$ cat config.mk
export PLATFORM = sky130hd
export DESIGN_NAME = uart_mm
export DESIGN_NICKNAME = d
export VERILOG_FILES = /design/src/rtl/uart_mm_pkg.sv /design/src/rtl/uart_mm_baud.sv /design/src/rtl/uart_mm_fifo.sv /design/src/rtl/uart_mm_tx.sv /design/src/rtl/uart_mm_rx.sv /design/src/rtl/uart_mm.sv
export SDC_FILE = /design/constraint.sdc
export NUM_CORES = 1
export LEC_CHECK = 0
export ABC_AREA = 0
export ABC_CLOCK_PERIOD_IN_PS = 9150
export BUFFER_PORTS_ARGS = -buffer_cell sky130_fd_sc_hd__buf_2
export CAP_MARGIN = 40
export CELL_PAD_IN_SITES_DETAIL_PLACEMENT = 1
export CELL_PAD_IN_SITES_GLOBAL_PLACEMENT = 1
export CORE_MARGIN = 5
export CORE_UTILIZATION = 53
export DETAILED_ROUTE_END_ITERATION = 12
export PLACE_DENSITY_LB_ADDON = 0.2
export SLEW_MARGIN = 10
export SYNTH_ARGS = -nofsm -noshare
export SYNTH_HDL_FRONTEND = slang
export SYNTH_SLANG_ARGS = --single-unit
$ cat constraint.sdc
create_clock -name clk -period 9.15 [get_ports clk]
set_input_delay 0.4575 -clock clk [delete_from_list [all_inputs] [get_ports clk]]
set_output_delay 0.4575 -clock clk [all_outputs]
set_load 0.02 [all_outputs]
$ cat src/rtl/uart_mm_pkg.sv
// Shared types and constants for the multimode serial port.
// Assumes an 8-bit register interface and a 16-bit divisor.
package uart_mm_pkg;
    localparam int OSR   = 16;
    localparam int DIV_W = 16;

    localparam logic [1:0] PAR_EVEN = 2'd1;
    localparam logic [1:0] PAR_ODD  = 2'd2;

    localparam logic [2:0] A_DATA = 3'd0;
    localparam logic [2:0] A_CTRL = 3'd1;
    localparam logic [2:0] A_STOP = 3'd2;
    localparam logic [2:0] A_DIVL = 3'd3;
    localparam logic [2:0] A_DIVH = 3'd4;
    localparam logic [2:0] A_MASK = 3'd5;
    localparam logic [2:0] A_STAT = 3'd6;

    typedef enum logic [1:0] {MD_NORMAL, MD_ECHO, MD_LOCAL, MD_REMOTE} line_mode_e;

    typedef enum logic [2:0] {ST_IDLE, ST_START, ST_DATA, ST_PAR, ST_STOP} ser_state_e;

    typedef struct packed {
        logic       rts_auto;
        logic       cts_en;
        line_mode_e mode;
        logic [1:0] par;
        logic [1:0] len;
    } ctrl_t;
endpackage

$ cat src/rtl/uart_mm_baud.sv
// Oversampling tick generator: one tick every div clocks (0 treated as 1).
// Assumes div is changed only while the line is quiet.
module uart_mm_baud #(
    parameter int W = 16
) (
    input  logic         clk,
    input  logic         rst_n,
    input  logic [W-1:0] div,
    output logic         tick
);
    logic [W-1:0] cnt;
    logic [W-1:0] lim;

    assign lim  = (div == '0) ? W'(1) : div;
    assign tick = (cnt >= lim - W'(1));

    // Count clocks between ticks.
    always_ff @(posedge clk) begin
        if (!rst_n)    cnt <= '0;
        else if (tick) cnt <= '0;
        else           cnt <= cnt + W'(1);
    end

    AST_TICK_SPACED: assert property (@(posedge clk) disable iff (!rst_n)
        (tick && div > W'(1) && $stable(div)) |=> !tick);
endmodule

$ cat src/rtl/uart_mm_fifo.sv
// Small first-in first-out queue; a push when full and a pop when empty are dropped.
// Assumes DEPTH of at least 2.
module uart_mm_fifo #(
    parameter int W     = 8,
    parameter int DEPTH = 4
) (
    input  logic         clk,
    input  logic         rst_n,
    input  logic         push,
    input  logic [W-1:0] din,
    input  logic         pop,
    output logic [W-1:0] dout,
    output logic         empty,
    output logic         full
);
    localparam int AW = (DEPTH > 1) ? $clog2(DEPTH) : 1;
    localparam int CW = $clog2(DEPTH + 1);

    logic [W-1:0]  mem [DEPTH];
    logic [AW-1:0] wp, rp;
    logic [CW-1:0] cnt;
    logic          do_push, do_pop;

    assign empty   = (cnt == '0);
    assign full    = (cnt == CW'(DEPTH));
    assign do_push = push && !full;
    assign do_pop  = pop && !empty;
    assign dout    = mem[rp];

    // Storage array write.
    always_ff @(posedge clk) begin
        if (do_push) mem[wp] <= din;
    end

    // Pointer and occupancy update.
    always_ff @(posedge clk) begin
        if (!rst_n) begin
            wp  <= '0;
            rp  <= '0;
            cnt <= '0;
        end else begin
            if (do_push) wp <= (wp == AW'(DEPTH - 1)) ? '0 : wp + AW'(1);
            if (do_pop)  rp <= (rp == AW'(DEPTH - 1)) ? '0 : rp + AW'(1);
            cnt <= cnt + CW'(do_push) - CW'(do_pop);
        end
    end

    AST_NO_OVERFLOW: assert property (@(posedge clk) disable iff (!rst_n)
        cnt <= CW'(DEPTH));
endmodule

$ cat src/rtl/uart_mm_tx.sv
// Transmit serializer: start, LSB-first data, optional parity, stop time in ticks.
// Assumes tick is one cycle wide; pops a new character only when avail and clear.
module uart_mm_tx
    import uart_mm_pkg::*;
(
    input  logic       clk,
    input  logic       rst_n,
    input  logic       tick,
    input  logic [1:0] len,
    input  logic [1:0] par,
    input  logic [5:0] stop_len,
    input  logic       avail,
    input  logic       clear,
    input  logic [7:0] din,
    output logic       pop,
    output logic       line,
    output logic       busy
);
    ser_state_e st;
    logic [5:0] cnt;
    logic [7:0] sh;
    logic [2:0] bidx;
    logic       pbit;
    logic [2:0] last_idx;
    logic [7:0] dmask;
    logic       bit_end, stop_end, has_par;

    assign last_idx = {1'b0, len} + 3'd4;
    assign dmask    = 8'hFF >> (2'd3 - len);
    assign bit_end  = (cnt == 6'd15);
    assign stop_end = (cnt == stop_len - 6'd1);
    assign has_par  = (par == PAR_EVEN) || (par == PAR_ODD);
    assign pop      = tick && avail && clear && (st == ST_IDLE || (st == ST_STOP && stop_end));
    assign busy     = (st != ST_IDLE);

    // Frame sequencer.
    always_ff @(posedge clk) begin
        if (!rst_n) begin
            st   <= ST_IDLE;
            cnt  <= '0;
            sh   <= '0;
            bidx <= '0;
            pbit <= 1'b0;
        end else if (pop) begin
            st   <= ST_START;
            cnt  <= '0;
            sh   <= din;
            bidx <= '0;
            pbit <= ^(din & dmask) ^ (par == PAR_ODD);
        end else if (tick) begin
            case (st)
                ST_START: if (bit_end) begin st <= ST_DATA; cnt <= '0; end
                          else cnt <= cnt + 6'd1;
                ST_DATA:  if (bit_end) begin
                              cnt <= '0;
                              sh  <= sh >> 1;
                              if (bidx == last_idx) st <= has_par ? ST_PAR : ST_STOP;
                              else bidx <= bidx + 3'd1;
                          end else cnt <= cnt + 6'd1;
                ST_PAR:   if (bit_end) begin st <= ST_STOP; cnt <= '0; end
                          else cnt <= cnt + 6'd1;
                ST_STOP:  if (stop_end) st <= ST_IDLE;
                          else cnt <= cnt + 6'd1;
                default:  ;
            endcase
        end
    end

    // Line level per state.
    always_comb begin
        case (st)
            ST_START: line = 1'b0;
            ST_DATA:  line = sh[0];
            ST_PAR:   line = pbit;
            default:  line = 1'b1;
        endcase
    end

    AST_TX_HOLD: assert property (@(posedge clk) disable iff (!rst_n)
        (st == ST_IDLE && !clear) |=> (st == ST_IDLE));
endmodule

$ cat src/rtl/uart_mm_rx.sv
// Receive deserializer on the 16x tick: mid-bit start check, centre sampling.
// Assumes rx_in is already synchronized to clk.
module uart_mm_rx
    import uart_mm_pkg::*;
(
    input  logic       clk,
    input  logic       rst_n,
    input  logic       tick,
    input  logic       rx_in,
    input  logic [1:0] len,
    input  logic [1:0] par,
    output logic       done,
    output logic [7:0] data,
    output logic       perr,
    output logic       ferr
);
    ser_state_e st;
    logic [3:0] cnt;
    logic [7:0] sh;
    logic [2:0] bidx;
    logic       pbad;
    logic [2:0] last_idx;
    logic       has_par, exp_par;

    assign last_idx = {1'b0, len} + 3'd4;
    assign has_par  = (par == PAR_EVEN) || (par == PAR_ODD);
    assign exp_par  = ^sh ^ (par == PAR_ODD);

    // Frame sampler and completion pulse.
    always_ff @(posedge clk) begin
        if (!rst_n) begin
            st <= ST_IDLE; cnt <= '0; sh <= '0; bidx <= '0; pbad <= 1'b0;
            done <= 1'b0; data <= '0; perr <= 1'b0; ferr <= 1'b0;
        end else begin
            done <= 1'b0;
            if (tick) begin
                case (st)
                    ST_IDLE:  if (!rx_in) begin st <= ST_START; cnt <= '0; end
                    ST_START: if (cnt == 4'd7) begin
                                  cnt <= '0; bidx <= '0; sh <= '0; pbad <= 1'b0;
                                  st  <= rx_in ? ST_IDLE : ST_DATA;
                              end else cnt <= cnt + 4'd1;
                    ST_DATA:  if (cnt == 4'd15) begin
                                  cnt <= '0;
                                  sh[bidx] <= rx_in;
                                  if (bidx == last_idx) st <= has_par ? ST_PAR : ST_STOP;
                                  else bidx <= bidx + 3'd1;
                              end else cnt <= cnt + 4'd1;
                    ST_PAR:   if (cnt == 4'd15) begin
                                  cnt <= '0; pbad <= (rx_in != exp_par); st <= ST_STOP;
                              end else cnt <= cnt + 4'd1;
                    ST_STOP:  if (cnt == 4'd15) begin
                                  done <= 1'b1; data <= sh; perr <= pbad; ferr <= !rx_in;
                                  st <= ST_IDLE; cnt <= '0;
                              end else cnt <= cnt + 4'd1;
                    default:  st <= ST_IDLE;
                endcase
            end
        end
    end

    AST_RX_IDLE_WAIT: assert property (@(posedge clk) disable iff (!rst_n)
        (st == ST_IDLE && rx_in) |=> (st == ST_IDLE));
endmodule

$ cat src/rtl/uart_mm.sv
// Multimode serial port top: register file, queues, line-mode routing, flags, irq.
// Assumes single-cycle wr/rd strobes and a register map fixed by uart_mm_pkg.
module uart_mm
    import uart_mm_pkg::*;
#(
    parameter int RX_DEPTH = 4,
    parameter int TX_DEPTH = 2
) (
    input  logic       clk,
    input  logic       rst_n,
    input  logic [2:0] addr,
    input  logic       wr,
    input  logic       rd,
    input  logic [7:0] wdata,
    output logic [7:0] rdata,
    output logic       irq,
    input  logic       rxd,
    output logic       txd,
    input  logic       cts_n,
    output logic       rts_n
);
    ctrl_t            ctrl;
    logic [4:0]       stop_n;
    logic [DIV_W-1:0] div;
    logic [6:0]       mask;
    logic             perr_f, ferr_f, ovr_f;
    logic             rs1, rs2;
    logic             tick, tx_line, tx_busy, tx_pop, rx_in;
    logic [7:0]       tx_head, rx_head, rx_data;
    logic             tx_empty, tx_full, rx_empty, rx_full;
    logic             rx_done, rx_perr, rx_ferr;
    logic [5:0]       stop_len;
    logic [7:0]       status;
    logic             clr_wr;

    assign stop_len = 6'd16 + ((stop_n > 5'd16) ? 6'd16 : {1'b0, stop_n});
    assign clr_wr   = wr && (addr == A_STAT);
    assign status   = {~cts_n, ovr_f, ferr_f, perr_f, tx_empty && !tx_busy, !tx_full, rx_full, !rx_empty};
    assign irq      = |(status[6:0] & mask);
    assign rts_n    = ctrl.rts_auto && rx_full;

    // Two-flop synchronizer for the receive pin.
    always_ff @(posedge clk) begin
        if (!rst_n) begin rs1 <= 1'b1; rs2 <= 1'b1; end
        else        begin rs1 <= rxd;  rs2 <= rs1;  end
    end

    // Configuration register writes.
    always_ff @(posedge clk) begin
        if (!rst_n) begin
            ctrl <= '0; stop_n <= '0; div <= DIV_W'(1); mask <= '0;
        end else if (wr) begin
            case (addr)
                A_CTRL:  ctrl       <= ctrl_t'(wdata);
                A_STOP:  stop_n     <= wdata[4:0];
                A_DIVL:  div[7:0]   <= wdata;
                A_DIVH:  div[15:8]  <= wdata;
                A_MASK:  mask       <= wdata[6:0];
                default: ;
            endcase
        end
    end

    // Sticky error flags: set by the receiver, cleared by writing ones.
    always_ff @(posedge clk) begin
        if (!rst_n) begin
            perr_f <= 1'b0; ferr_f <= 1'b0; ovr_f <= 1'b0;
        end else begin
            perr_f <= (perr_f && !(clr_wr && wdata[4])) || (rx_done && rx_perr);
            ferr_f <= (ferr_f && !(clr_wr && wdata[5])) || (rx_done && rx_ferr);
            ovr_f  <= (ovr_f  && !(clr_wr && wdata[6])) || (rx_done && rx_full);
        end
    end

    // Line routing per test mode.
    always_comb begin
        case (ctrl.mode)
            MD_ECHO:   begin txd = rs2;     rx_in = rs2;     end
            MD_LOCAL:  begin txd = 1'b1;    rx_in = tx_line; end
            MD_REMOTE: begin txd = rs2;     rx_in = 1'b1;    end
            default:   begin txd = tx_line; rx_in = rs2;     end
        endcase
    end

    // Register read multiplexer.
    always_comb begin
        case (addr)
            A_DATA:  rdata = rx_head;
            A_CTRL:  rdata = ctrl;
            A_STOP:  rdata = {3'b0, stop_n};
            A_DIVL:  rdata = div[7:0];
            A_DIVH:  rdata = div[15:8];
            A_MASK:  rdata = {1'b0, mask};
            A_STAT:  rdata = status;
            default: rdata = '0;
        endcase
    end

    uart_mm_baud #(.W(DIV_W)) u_baud (.clk(clk), .rst_n(rst_n), .div(div), .tick(tick));

    uart_mm_fifo #(.W(8), .DEPTH(TX_DEPTH)) u_txq (
        .clk(clk), .rst_n(rst_n), .push(wr && addr == A_DATA), .din(wdata),
        .pop(tx_pop), .dout(tx_head), .empty(tx_empty), .full(tx_full));

    uart_mm_fifo #(.W(8), .DEPTH(RX_DEPTH)) u_rxq (
        .clk(clk), .rst_n(rst_n), .push(rx_done), .din(rx_data),
        .pop(rd && addr == A_DATA), .dout(rx_head), .empty(rx_empty), .full(rx_full));

    uart_mm_tx u_tx (
        .clk(clk), .rst_n(rst_n), .tick(tick), .len(ctrl.len), .par(ctrl.par),
        .stop_len(stop_len), .avail(!tx_empty), .clear(!ctrl.cts_en || !cts_n),
        .din(tx_head), .pop(tx_pop), .line(tx_line), .busy(tx_busy));

    uart_mm_rx u_rx (
        .clk(clk), .rst_n(rst_n), .tick(tick), .rx_in(rx_in), .len(ctrl.len),
        .par(ctrl.par), .done(rx_done), .data(rx_data), .perr(rx_perr), .ferr(rx_ferr));

    AST_OVR_ONLY_FULL: assert property (@(posedge clk) disable iff (!rst_n)
        $rose(ovr_f) |-> $past(rx_full));
    AST_RX_AVAIL_SRC: assert property (@(posedge clk) disable iff (!rst_n)
        $rose(status[0]) |-> $past(rx_done));
    AST_IRQ_SRC: assert property (@(posedge clk) disable iff (!rst_n)
        irq |-> (status[6:0] != 7'd0));
endmodule

==> reports/qor.csv <==
metric;value;unit
outcome;completed;
remaining antenna violation count;0;
fraction of the mapped netlist area in compound gates;14.2;%
worst hold start;rxd;
Max Cap Viol;0;
CTS clk-pin slew, worst paths;0.07;ns
Leakage;3.43;nW
number of synthesized flops with an enable pin;48;
DRC;0;
Final Cycle Share;62.6;%
port bufs;27;
Finished Cell Area;9590;um^2
syn_nets;942;
Synth Area in Adders;4.98;%
most frequent cells in the layout;dfxtp_1 (122), nor2_1 (101), nand2_1 (78);
startpoint types;flip-flop;
Post-Layout Cell Count;1129;
clk sinks;170;
Die H;138;um
Final Hold Vio Count;0;
WP data arrival;6.02;ns
main combinational cell family by area after synthesis;simple AND/OR/NAND/NOR gates;
GRT Util Overall;26.6;%
Post-Syn Area;8690;um^2
Worst Setup SP;div[8]$_SDFFE_PN0P_;
Async SR Flop Fraction;0;%
vias in the first global route;7604;
fin worst setup slack;3.42;ns
first-pass GRT wire length;40500;um
# rows;46;
largest net degree at the start of global routing;75;
setup TNS;0;ns
pre-CTS setup slack;3.52;ns
Detailed Place HPWL;18300;um
gp weighted congestion;0.913;
flop-to-flop setup slack;3.42;ns
Crit. End Element;flip-flop;
Hold EP;rs1$_SDFF_PN1_;
Placed Cells;1097;
Unique masters post-synth;85;
Routed WL;25600;um
Synth Area in Simple Gates;18.4;%
fmax;175;MHz
register area;3880;um^2
H-tree levels;4;
Multi-input gate area;4580;um^2
hold buffers post-CTS;0;
mux cell area share after synthesis;9.02;%
final setup skew;0.00938;ns
clock latency on the worst-skew pair;0.44;ns
post-synthesis xor/xnor area fraction;5.97;%
PD cells;192;nW/um^2
hold path cells;2;
DRT iter0 DRCs;563;
post-cts resize count;0;
Critical Path RT;9.44;ns
Total Die Area;19100;um^2
Post-CTS Setup Inserts;0;
synthesis-stage register bit count;170;
Avg Vias per Cell;6.22;
Post-Synthesis Cells;891;
core area;16000;um^2
Placed Area;8970;um^2
Fill cells;1795;
sequential element share of the synthesized area;44.7;%
TritonCTS clock tree;yes;
Worst R2R Path Depth;20;
r2r endpoint;u_txq.cnt[1]$_SDFF_PN0_;
Synth Area per Inst;9.76;um^2
synth warn;0;
most common cell after layout, fill and taps aside;dfxtp_1;
io pins;28;
Clock Path Buffers;2;
root buf cell;clkbuf_16;
Max-slew headroom;35.6;%
Max rail drop VDD;0.192;mV
CTS Buf Count;17;
WL per Instance;22.7;um
predominant post-synthesis flop cell;dfxtp_1;
post-route minimum period;5.73;ns
final setup vio count;0;
nets;951;
Initial Util;54.3;%
Antenna Cells;0;
Synth-to-Final Area Change;10.3;%
type of the setup path with the least slack;flip-flop to flip-flop;
gr ovfl total;0;
worst r2r src;div[8]$_SDFFE_PN0P_;
Die X;138;um
layout cell share with drive strength beyond 1;11.4;%
crit-path max FO;25;
slew at the pin closest to its max-slew limit;0.964;ns
Hold Crit Class;primary input to flip-flop;
initial antenna violation count;0;
unrepaired setup endpoints after global routing;no;
Pre-antenna DRT Iters;5;
fin. max-slew vios;0;
DR vias;7021;
-- cells in the mapped netlist, drive strengths merged (3+ instances only) --
| master | instances | area, um^2 |
|---|---|---|
| dfxtp | 122 | 2440 |
| nor2 | 101 | 379 |
| nand2 | 78 | 293 |
| a21oi | 60 | 312 |
| edfxtp | 48 | 1440 |
| mux2i | 39 | 390 |
| ha | 33 | 413 |
| o21ai | 33 | 165 |
| clkbuf | 32 | 120 |
| xnor2 | 31 | 272 |
| nand3 | 30 | 150 |
| xor2 | 23 | 201 |
| inv | 20 | 75.1 |
| nor3 | 19 | 100 |
| mux2 | 15 | 169 |
| and2 | 13 | 81.3 |
| nand2b | 13 | 81.3 |
| a22oi | 12 | 90.1 |
| o211ai | 12 | 90.1 |
| or4 | 12 | 93.8 |
| and3 | 11 | 73.8 |
| mux4 | 10 | 225 |
| a31oi | 9 | 62.6 |
| nor2b | 9 | 56.3 |
| buf | 8 | 41.3 |
| o2bb2ai | 8 | 70.1 |
| nand4 | 7 | 43.8 |
| o31ai | 7 | 52.6 |
| or3 | 7 | 43.8 |
| a221o | 4 | 40.0 |
| nand3b | 4 | 30.0 |
| nor4 | 4 | 25.0 |
| nor4b | 4 | 47.6 |
| a41oi | 3 | 26.3 |
| nor3b | 3 | 22.5 |
| o2111ai | 3 | 43.8 |
-- power by group --
group	leakage [nW]	internal, mW	switching, mW
clock	0.305	0.418	0.337
sequential	1.43	0.794	0.0288
combinational	1.70	0.0890	0.172
-- cell families after synthesis --
| kind of cell | count (synthesis) |
|---|---|
| buf+inv | 61 |
| flops | 170 |
| simple gates | 324 |
| mux | 64 |
| fa+ha+maj | 34 |
| xor+xnor | 56 |
| compound gates | 182 |
-- worst max path at each step --
stage,slack [ns],end
final,3.42,u_txq.cnt[1]$_SDFF_PN0_
after floorplan,4.18,u_txq.cnt[1]$_SDFF_PN0_
after CTS,3.49,u_txq.cnt[1]$_SDFF_PN0_
after detailed placement,3.52,u_txq.cnt[1]$_SDFF_PN0_
after global routing,3.07,u_txq.cnt[1]$_SDFF_PN0_
after global placement,3.92,u_txq.cnt[1]$_SDFF_PN0_
-- layout make-up --
| cell class | count | share of cell area [%] |
|---|---|---|
| multi-input cells | 660 | 47.7 |
| inverters | 21 | 0.822 |
| clock buffers | 17 | 4.44 |
| repair buffers | 30 | 1.64 |
| clock inverters | 15 | 2.05 |
| well taps | 216 | 2.82 |
| flip-flops and latches | 170 | 40.5 |
-- stage by stage --
step,hold slack (ns),utilization (%),total power [mW]
after detailed placement,0.397,56.0,1.09
final,0.202,59.9,1.84
after floorplan,0.386,-,1.01
after global routing,0.194,59.9,1.91
after CTS,0.194,59.9,1.85
after global placement,0.396,55.9,1.08
-- registers in the layout (all words and copies together), names as in the netlist, 6 cells and up, named ones only --
signal      count
u_baud.cnt     16
u_tx.cnt        6
u_rxq.mem      32
u_txq.mem      16
div            16
u_rx.sh         8
mask            7
u_tx.sh         8
ctrl            8
u_rx.data       8
-- routing by layer --
| metal | global-route usage [%] | vias to the layer above | wire length (um) |
|---|---|---|---|
| li1 | - | 3266 | - |
| met1 | 31.1 | 3499 | 10300 |
| met2 | 48.3 | 186 | 13500 |
| met3 | 4.00 | 70 | 953 |
| met4 | 11.2 | 0 | 928 |
| met5 | 0 | - | 0 |
-- worst max-delay path: stages, from the launching register on --
cell	delay, ns
dfxtp_1	0.38
or4_1	0.61
nor4_1	0.53
a41oi_1	0.29
ha_1	0.30
nand3_1	0.14
nor3_1	0.10
nand2_1	0.11
xor2_1	0.15
ha_1	0.25
and2_1	0.16
a221o_1	0.39
a211o_1	0.37
nand2_1	0.68
nor2_1	0.15
ha_1	0.35
inv_1	0.07
ha_1	0.15
xor2_1	0.20
xnor2_1	0.14
nor2_1	0.05
Note: power is estimated with default switching activity, not from simulation.
